==> src/rtl/pt_pkg.sv <==
package pt_pkg;

    localparam int HDR_W = 8;

    typedef enum logic [1:0] {
        PH_HDR  = 2'd0,
        PH_DATA = 2'd1,
        PH_SKIP = 2'd2
    } phase_e;

    typedef struct packed {
        phase_e ph;
        logic   rw;
        logic   burst;
    } seq_t;

endpackage

==> src/rtl/pt_hdr_decode.sv <==
module pt_hdr_decode
    import pt_pkg::*;
#(
    parameter int            ADDR_W     = 6,
    parameter logic [5:0]    TABLE_ADDR = 6'h3E
) (
    input  logic [HDR_W-1:0] hdr,
    output logic             hit,
    output logic             rw,
    output logic             burst
);

    localparam int RW_BIT    = HDR_W - 1;
    localparam int BURST_BIT = HDR_W - 2;

    always_comb begin
        hit   = (hdr[ADDR_W-1:0] == TABLE_ADDR[ADDR_W-1:0]);
        rw    = hdr[RW_BIT];
        burst = hdr[BURST_BIT];
    end

endmodule

==> src/rtl/pt_seq.sv <==
module pt_seq
    import pt_pkg::*;
(
    input  logic clk,
    input  logic rst_n,
    input  logic cs_n,
    input  logic byte_valid,
    input  logic hdr_hit,
    input  logic hdr_rw,
    input  logic hdr_burst,
    output logic wr_stb,
    output logic rd_stb
);

    seq_t seq_d, seq_q;

    always_comb begin
        seq_d  = seq_q;
        wr_stb = 1'b0;
        rd_stb = 1'b0;
        if (cs_n) begin
            seq_d.ph = PH_HDR;
        end else if (byte_valid) begin
            unique case (seq_q.ph)
                PH_HDR: begin
                    if (hdr_hit) begin
                        seq_d.ph    = PH_DATA;
                        seq_d.rw    = hdr_rw;
                        seq_d.burst = hdr_burst;
                    end else begin
                        seq_d.ph = PH_SKIP;
                    end
                end
                PH_DATA: begin
                    rd_stb = seq_q.rw;
                    wr_stb = ~seq_q.rw;
                    if (!seq_q.burst) begin
                        seq_d.ph = PH_HDR;
                    end
                end
                default: begin
                    seq_d.ph = PH_SKIP;
                end
            endcase
        end
    end

    always_ff @(posedge clk or negedge rst_n) begin
        if (!rst_n) begin
            seq_q <= '{ph: PH_HDR, rw: 1'b0, burst: 1'b0};
        end else begin
            seq_q <= seq_d;
        end
    end

    AST_SKIP_HOLDS: assert property (@(posedge clk) disable iff (!rst_n)
        (seq_q.ph == PH_SKIP && !cs_n) |=> (seq_q.ph == PH_SKIP));

    AST_SINGLE_RETURNS: assert property (@(posedge clk) disable iff (!rst_n)
        (seq_q.ph == PH_DATA && !seq_q.burst && byte_valid && !cs_n) |=> (seq_q.ph == PH_HDR));

    AST_CS_HIGH_HDR: assert property (@(posedge clk) disable iff (!rst_n)
        cs_n |=> (seq_q.ph == PH_HDR));

endmodule

==> src/rtl/pt_index.sv <==
module pt_index #(
    parameter int DEPTH = 8,
    localparam int IDX_W = $clog2(DEPTH)
) (
    input  logic             clk,
    input  logic             rst_n,
    input  logic             cs_n,
    input  logic             step,
    output logic [IDX_W-1:0] idx
);

    localparam logic [IDX_W-1:0] IDX_LAST = IDX_W'(DEPTH - 1);

    logic [IDX_W-1:0] idx_d, idx_q;

    always_comb begin
        idx_d = idx_q;
        if (cs_n) begin
            idx_d = '0;
        end else if (step) begin
            idx_d = (idx_q == IDX_LAST) ? '0 : idx_q + 1'b1;
        end
    end

    always_ff @(posedge clk or negedge rst_n) begin
        if (!rst_n) begin
            idx_q <= '0;
        end else begin
            idx_q <= idx_d;
        end
    end

    assign idx = idx_q;

    AST_IDX_ZERO_CS: assert property (@(posedge clk) disable iff (!rst_n)
        cs_n |=> (idx_q == '0));

    AST_IDX_WRAP: assert property (@(posedge clk) disable iff (!rst_n)
        (!cs_n && step && idx_q == IDX_LAST) |=> (idx_q == '0));

    AST_IDX_STEP: assert property (@(posedge clk) disable iff (!rst_n)
        (!cs_n && step && idx_q != IDX_LAST) |=> (idx_q == $past(idx_q) + 1'b1));

    AST_IDX_HOLD: assert property (@(posedge clk) disable iff (!rst_n)
        (!cs_n && !step) |=> $stable(idx_q));

endmodule

==> src/rtl/pt_store.sv <==
module pt_store #(
    parameter int DEPTH = 8,
    parameter int W     = 8,
    localparam int IDX_W = $clog2(DEPTH)
) (
    input  logic             clk,
    input  logic             rst_n,
    input  logic             wr_en,
    input  logic [IDX_W-1:0] idx,
    input  logic [W-1:0]     wr_data,
    input  logic             sleep,
    input  logic [IDX_W-1:0] sel,
    output logic [W-1:0]     acc_data,
    output logic [W-1:0]     sel_data
);

    logic [DEPTH-1:0][W-1:0] tbl_d, tbl_q;

    always_comb begin
        tbl_d = tbl_q;
        if (sleep) begin
            for (int i = 1; i < DEPTH; i++) begin
                tbl_d[i] = '0;
            end
        end else if (wr_en) begin
            tbl_d[idx] = wr_data;
        end
    end

    always_ff @(posedge clk or negedge rst_n) begin
        if (!rst_n) begin
            tbl_q <= '0;
        end else begin
            tbl_q <= tbl_d;
        end
    end

    assign acc_data = tbl_q[idx];
    assign sel_data = tbl_q[sel];

    AST_SLEEP_KEEP0: assert property (@(posedge clk) disable iff (!rst_n)
        sleep |=> (tbl_q[0] == $past(tbl_q[0])));

    AST_SLEEP_CLEAR: assert property (@(posedge clk) disable iff (!rst_n)
        sleep |=> (tbl_q[DEPTH-1:1] == '0));

    AST_WRITE_LANDS: assert property (@(posedge clk) disable iff (!rst_n)
        (wr_en && !sleep) |=> (tbl_q[$past(idx)] == $past(wr_data)));

endmodule

==> src/rtl/pt_power_table.sv <==
module pt_power_table
    import pt_pkg::*;
#(
    parameter int         DEPTH      = 8,
    parameter int         W          = 8,
    parameter int         ADDR_W     = 6,
    parameter logic [5:0] TABLE_ADDR = 6'h3E,
    localparam int        IDX_W      = $clog2(DEPTH)
) (
    input  logic             clk,
    input  logic             rst_n,
    input  logic             cs_n,
    input  logic             byte_valid,
    input  logic [HDR_W-1:0] byte_in,
    output logic [W-1:0]     rd_data,
    output logic             rd_valid,
    input  logic [IDX_W-1:0] pwr_sel,
    input  logic             sleep_req,
    output logic [W-1:0]     pa_setting
);

    typedef struct packed {
        logic [W-1:0] rd_data;
        logic         rd_valid;
    } out_t;

    logic             hdr_hit, hdr_rw, hdr_burst;
    logic             wr_stb, rd_stb, step;
    logic [IDX_W-1:0] idx;
    logic [W-1:0]     acc_data;
    out_t             out_d, out_q;

    pt_hdr_decode #(.ADDR_W(ADDR_W), .TABLE_ADDR(TABLE_ADDR)) u_dec (
        .hdr   (byte_in),
        .hit   (hdr_hit),
        .rw    (hdr_rw),
        .burst (hdr_burst)
    );

    pt_seq u_seq (
        .clk        (clk),
        .rst_n      (rst_n),
        .cs_n       (cs_n),
        .byte_valid (byte_valid),
        .hdr_hit    (hdr_hit),
        .hdr_rw     (hdr_rw),
        .hdr_burst  (hdr_burst),
        .wr_stb     (wr_stb),
        .rd_stb     (rd_stb)
    );

    assign step = wr_stb | rd_stb;

    pt_index #(.DEPTH(DEPTH)) u_idx (
        .clk   (clk),
        .rst_n (rst_n),
        .cs_n  (cs_n),
        .step  (step),
        .idx   (idx)
    );

    pt_store #(.DEPTH(DEPTH), .W(W)) u_store (
        .clk      (clk),
        .rst_n    (rst_n),
        .wr_en    (wr_stb),
        .idx      (idx),
        .wr_data  (byte_in[W-1:0]),
        .sleep    (sleep_req),
        .sel      (pwr_sel),
        .acc_data (acc_data),
        .sel_data (pa_setting)
    );

    always_comb begin
        out_d          = out_q;
        out_d.rd_valid = rd_stb;
        if (rd_stb) begin
            out_d.rd_data = acc_data;
        end
    end

    always_ff @(posedge clk or negedge rst_n) begin
        if (!rst_n) begin
            out_q <= '0;
        end else begin
            out_q <= out_d;
        end
    end

    assign rd_data  = out_q.rd_data;
    assign rd_valid = out_q.rd_valid;

    AST_RDV_NEEDS_CS: assert property (@(posedge clk) disable iff (!rst_n)
        rd_valid |-> $past(!cs_n && byte_valid));

    AST_RDV_PULSE: assert property (@(posedge clk) disable iff (!rst_n)
        (rd_valid && !$past(rd_valid)) |=> (!rd_valid || $past(rd_stb)));

    AST_IDLE_NO_CHANGE: assert property (@(posedge clk) disable iff (!rst_n)
        (cs_n && !sleep_req) |=> ($stable(pwr_sel) -> $stable(pa_setting)));

    AST_NO_RDV_CS_HIGH: assert property (@(posedge clk) disable iff (!rst_n)
        cs_n |=> !rd_valid);

endmodule

==> config.mk <==
export PLATFORM = sky130hd
export DESIGN_NAME = pt_power_table
export DESIGN_NICKNAME = d
export VERILOG_FILES = /design/src/rtl/pt_pkg.sv /design/src/rtl/pt_hdr_decode.sv /design/src/rtl/pt_seq.sv /design/src/rtl/pt_index.sv /design/src/rtl/pt_store.sv /design/src/rtl/pt_power_table.sv
export SDC_FILE = /design/constraint.sdc
export NUM_CORES = 1
export LEC_CHECK = 0
export ABC_AREA = 1
export BUFFER_PORTS_ARGS = -buffer_cell sky130_fd_sc_hd__buf_2
export CAP_MARGIN = 15
export CORE_MARGIN = 2
export CORE_UTILIZATION = 40
export DETAILED_ROUTE_END_ITERATION = 6
export PLACE_DENSITY = 0.62
export SYNTH_ARGS = -nofsm -noshare
export SYNTH_HDL_FRONTEND = slang
export SYNTH_SLANG_ARGS = --single-unit
==> constraint.sdc <==
create_clock -name clk -period 1.35 [get_ports clk]
set_clock_uncertainty 0.1 [all_clocks]
set_input_delay 0.2025 -clock clk [delete_from_list [all_inputs] [get_ports clk]]
set_output_delay 0.2025 -clock clk [all_outputs]
set_load 0.005 [all_outputs]
# After elaboration in Yosys (flattened, before gate mapping)
# Index checks and enable logic that the tools add are counted.
totals:
  ff_bits: 80
  inputBits: 16
  wordCells: 59
  output_inout_bits: 17
classes:
  n_mux: 25
  add_sub_neg: 1
  n_eq_ne: 4
  magnitude_cmp: 3
  bitwise_logic: 4
  n_reduce_logical: 8
ops:
  columns: ["cell", "n"]
  rows:
  - ["$bwmux W64", 1]
  - ["$mux W64", 1]
  - ["$mux W56", 1]
  - ["$bmux W8 S3", 2]
  - ["$demux W8 S3", 1]
  - ["$mux W8", 3]
  - ["$mux W2", 5]
  - ["$mux W3", 3]
  - ["$lt A3 B4 Y1 const B", 2]
  - ["$eq A6 B6 Y1 const B", 1]
  - ["$mux W1", 6]
  - ["$reduce_bool A2 Y1", 3]
  - ["$mux W4", 1]
  - ["$pmux W2 S2", 1]
  - ["$reduce_and A2 Y1", 2]
  - ["$reduce_and A4 Y1", 1]
  - ["$add A3 B1 Y3 const B", 1]
  - ["$eq A3 B3 Y1 const B", 1]
  - ["$ge A3 B1 Y1 const B", 1]
  - ["$ne A3 B3 Y1 const B", 1]
  - ["$not A1 Y1", 3]
  - ["$eq A2 B1 Y1 const B", 1]
  - ["$logic_not A2 Y1", 1]
  - ["$logic_and A1 B1 Y1", 1]
  - ["$or A1 B1 Y1", 1]

# Logic depth before layout (Yosys ltp)
logic_depth:
  word_depth: 7
  ltp_mapped: 8
  depth_no_buf: 8

# By module
# A second synthesis with hierarchy kept.
hier_totals:
  cells_unflattened: 764
  area_unflattened_um2: 4870.9
by_module_without_submodules:
  columns: ["module", "cells_per_inst", "area_each_um2", "instances", "seq_area_each_um2"]
  rows:
  - ["pt_store", 671, 4117.7, 1, 1601.5]
  - ["pt_power_table", 36, 336.6, 1, 225.2]
  - ["pt_seq", 30, 217.7, 1, 100.1]
  - ["pt_index", 17, 151.4, 1, 75.1]
  - ["pt_hdr_decode", 10, 47.5, 1, 0.0]

# Worst setup path before layout
# No wires, ideal clock.
synth_timing:
  path_kind: "register to register"
  start: "register u_idx.idx_q[2], in the netlist u_idx.idx[2]"
  end: "register u_store.tbl_q[5] (netlist name)"
  setup_time_ns: 0.117
  n_path_buf: 2
  path_stages_with_launch: 9
  required_ns: 1.133
  synth_period_minus_slack_ns: 1.452
  arrival_ns: 1.234
  path_slack_ns: -0.102
  path_cell_list: "dfrtp_1 > buf_6 > nor2_8 > inv_2 > nor3_4 > nand2_4 > buf_6 > nand2_1 > o21ai_2"
synth_via:
  elab_chain_len: 5
  elab_cells_between_ends: 6
  classes_between: "order compare: 2; mux: 3; reduce/logical: 1"
synth_lines:
  columns: ["element", "line", "rtl"]
  rows:
  - ["start: declaration", "pt_index.sv:14", "logic [IDX_W-1:0] idx_d, idx_q;"]
  - ["start signal: assignment", "pt_index.sv:29", "idx_q <= idx_d;"]
  - ["$lt A3 B4 Y1 (not written as such) or $ge A3 B1 Y1 (tied branches)", "pt_store.sv:26", "tbl_d[idx] = wr_data;"]
  - ["$logic_and A1 B1 Y1 (not written as such)", "pt_store.sv:26", null]
  - ["$mux W8 (not written as such)", "pt_store.sv:26", null]
  - ["$demux W8 S3 (*)", null, null]
  - ["$bwmux W64 (*)", "pt_store.sv:26", null]
  - ["end signal: assignment", "pt_store.sv:34", "tbl_q <= tbl_d;"]
  - ["end: declaration", "pt_store.sv:17", "logic [DEPTH-1:0][W-1:0] tbl_d, tbl_q;"]
# Every way passes the cells marked *; elsewhere a longest branch is shown, timed or not.
# A chain may end at the register's enable or synchronous reset.

# Worst setup path after layout
layout_timing:
  start: "register u_store.tbl_q[13] (netlist name)"
  end: "output pa_setting[5]"
layout_via:
  elab_chain_len: 2
layout_lines:
  columns: ["element", "line", "rtl"]
  rows:
  - ["$bmux W8 S3", "pt_store.sv:39", "assign sel_data = tbl_q[sel];"]
  - ["$mux W8 (not written as such)", "pt_store.sv:39", null]
  - ["end: declaration", "pt_power_table.sv:19", "output logic [W-1:0] pa_setting"]
# No other way between the ends. The select of a mux whose other input is x is not followed.

==> key figures <==
Outcome
  – Status: complete, but fails checks
  – Failing checks: negative setup slack

Timing
  – Max Fclk: 0.5832 GHz
  – Unrepaired setup endpoints after global routing: true
  – Slew headroom: 62.65%
  – Worst setup margin: -0.3647 ns
  – Final Critical Period: 1.715 ns
  – Crit share post-route: 127.0%
  – Final hold violation count: 0
  – Slew @ Worst Pin: 0.5569 ns
  – Setup violators final: 86
  – Fin. max-slew vios: 0

Critical path
  – WS Path Type: reg2out
  – Worst setup EP type: output pin
  – CP peak stage delay: 0.37 ns
  – Worst EP arrival: 1.41 ns
  – Critical Path Source Type: register
  – Cell breakdown of the critical path: inv_2 > a21oi_2 > o21ai_1 > buf_4 > nand2_2 > o21a_1 > buf_2
  – CP max-delay cell: dfrtp_1
  – Worst Path Max Fanout: 2
  – Worst Path Required: 1.05 ns

Global route
  – Vias in the first global route: 5390
  – Initial antenna violation count: 0
  – Total gr overflow: 0
  – GRT Resource Usage Total: 30.71%
  – First-pass GRT wire length: 30.13 mm
  – Largest net degree at the start of global routing: 27

Placed design
  – Placed inst area: 5817 um2
  – Port Buffer Count: 32
  – HPWL after DPL: 11.66 mm
  – Worst slack at placement: -0.3111 ns
  – Gpl congestion: 0.9589

CTS
  – Reg clk slew, reported paths: 0.06 ns
  – H-Tree Depth: 3
  – CTS max path bufs: 2
  – CTS tree: built
  – Root buf cell: clkbuf_16
  – CTS sink count: 80
  – Clock Latency Late Sink: 0.34 ns
  – Num CTS Buffers: 9

Power and ir drop
  – Pleak: 3.858 nW
  – Total power: 5.646 mW
  – IR drop worst, VDD: 0.0004959 V
  – PD cells: 740.5 nW/um2

Die
  – Full die area: 13050 um2
  – Core area: 11910 um2
  – Die Wd: 114.2 um
  – Row cnt: 40
  – Io pins: 33
  – Die height: 114.2 um
  – Initial Util: 40.81%

Route
  – Wirelength, routed: 20.09 mm
  – Vias/cell: 5.831
  – Via count: 5633
  – DR DRC count: 0
  – Post-route antenna net violation count: 0
  – First-pass DRT Iterations: 7
  – Number of DRC markers in iteration 0: 689
  – WL per Instance: 20.80 um

Yosys
  – Synthesized area per cell: 7.595 um2
  – Synthesis-stage register bit count: 80
  – Synth cell types: 34
  – Cell area after synthesis: 4861 um2
  – Yosys warns: 0
  – Post-Syn Instances: 640
  – Seq/Total Area, Yosys: 41.18%
  – Syn_nets: 658

Layout
  – Share of cells above drive strength 1: 49.08%
  – Area Growth Syn to Fin: 56.83%
  – Nets: 832
  – # diodes: 0
  – Post-route cell area: 7624 um2

Job
  – Max Cap Violations: 0

Hold path
  – Hold Crit Class: in2reg
final cells by class:
type,count,area (um2)
multi-input combinational,479,3084
clock inverter,3,40.04
clock buffer,13,260.3
sequential,80,2006
fill,882,4288
tap,147,183.9
timing repair buffer,189,1798
inverter,55,251.5
metal layers:
metal	track usage (%)	up-vias	part of all wire, %
met4	16.67	0	6.8
li1	-	2461	-
met1	40.73	2672	38
met2	47.34	390	46
met3	6.035	110	9.6
met5	0	-	0
registers in the layout (all words and copies together), names as in the netlist:
register       flops
u_store.tbl_q     64
rd_data            8
u_seq.seq_q        4
u_idx.idx          3
rd_valid           1
placed cells by master (no fill, tap or decap), drive strengths merged:
cell type / n
o21ai: 65
and2: 1
dfrtp: 80
nand2: 223
ha: 2
o21a: 5
buf: 186
clkinv: 5
bufinv: 1
inv: 52
nand4: 48
nand3: 20
o211ai: 7
o22ai: 2
a21oi: 24
clkbuf: 15
dlygate4sd3: 1
or2: 5
nor2: 72
nor3: 5
repair_timing:
action	4_1_cts	5_1_grt
endpoints found under the hold margin	25	0
pin swaps	73	60
hold buffers	1	0
gates cloned	11	1
endpoints found under the setup margin	84	87
setup buffers	48	20
gates resized for setup	139	115
worst max-delay path, delay by kind of cell, from the launching register on:
| family | cells | cell delay, ns |
|---|---|---|
| buf+inv | 3 | 0.34 |
| flops | 1 | 0.37 |
| simple gates | 1 | 0.05 |
| compound gates | 3 | 0.30 |
through the flow:
step                cells  setup TNS, ns  hold WS [ns]  util, %
floorplan             640        -0.4207       -0.1931        -
global placement      875         -11.05       0.04588    48.83
detailed placement    875         -12.29       0.05051    48.83
CTS                   948         -14.90       0.01217    60.11
global route          966         -21.69       0.04278    64.00
finish                966         -17.89       0.02824    64.00
synthesized netlist by cell type:
cell      instances  share of area (%)
nand4_1          48                6.2
nor2_2            1               0.13
inv_2             7               0.54
nand2_4           1               0.23
nand2_8           1               0.41
or2_2             5               0.64
inv_1            44                3.4
and2_1            1               0.13
clkinv_1          3               0.23
nor2_1           50                3.9
nor3_1            2               0.21
nand2_1         214                 17
o21a_1            5               0.77
o21ai_0          33                3.4
inv_4             1               0.13
nor3_2            1               0.21
o22ai_1           2               0.26
buf_1             2               0.15
nor3_4            2               0.67
buf_4             7                1.1
nand3_4           3                1.1
nand2_2           5               0.64
clkbuf_1          7               0.54
ha_1              2               0.51
o21ai_1          24                2.5
nor2_4            9                2.1
o21ai_2           8                1.4
dfrtp_1          80                 41
buf_2            11                1.1
buf_6             5                1.2
nor2_8            8                3.3
a21oi_1          24                2.5
o211ai_1          7                1.1
nand3_1          17                1.8
power by group:
part | switching, mW | internal [mW]
Combinational | 0.412 | 0.247
Sequential | 0.0184 | 2.42
Clock | 1.01 | 1.53
Total | 1.44 | 4.20
cells by family (layout without fill, tap and decap cells):
group / Yosys count / count (layout) / synth area share (%)
AO/OA/AOI/OAI: 103 / 103 / 11.89
adder cells (fa/ha/maj): 2 / 2 / 0.5147
buffers and inverters: 87 / 260 / 8.366
flip-flops: 80 / 80 / 41.18
AND/OR/NAND/NOR: 368 / 374 / 38.04
final timing paths:
path / cells past startpoint / slack [ns] / end / from
setup / recovery: 7 / -0.36 / pa_setting[5] / u_store.tbl_q[13]
hold / removal: 3 / 0.03 / u_seq.seq_q[1] / byte_in[7]
setup reg to reg: 9 / -0.29 / u_store.tbl_q[30] / u_seq.seq_q[3]
hold reg to reg: 2 / 0.42 / u_store.tbl_q[40] / u_store.tbl_q[40]
max in group asynchronous: 3 / 0.44 / u_store.tbl_q[35] / rst_n
min in group asynchronous: 2 / 0.22 / u_store.tbl_q[1] / rst_n
No activity file was read; power rests on OpenSTA's default activity.
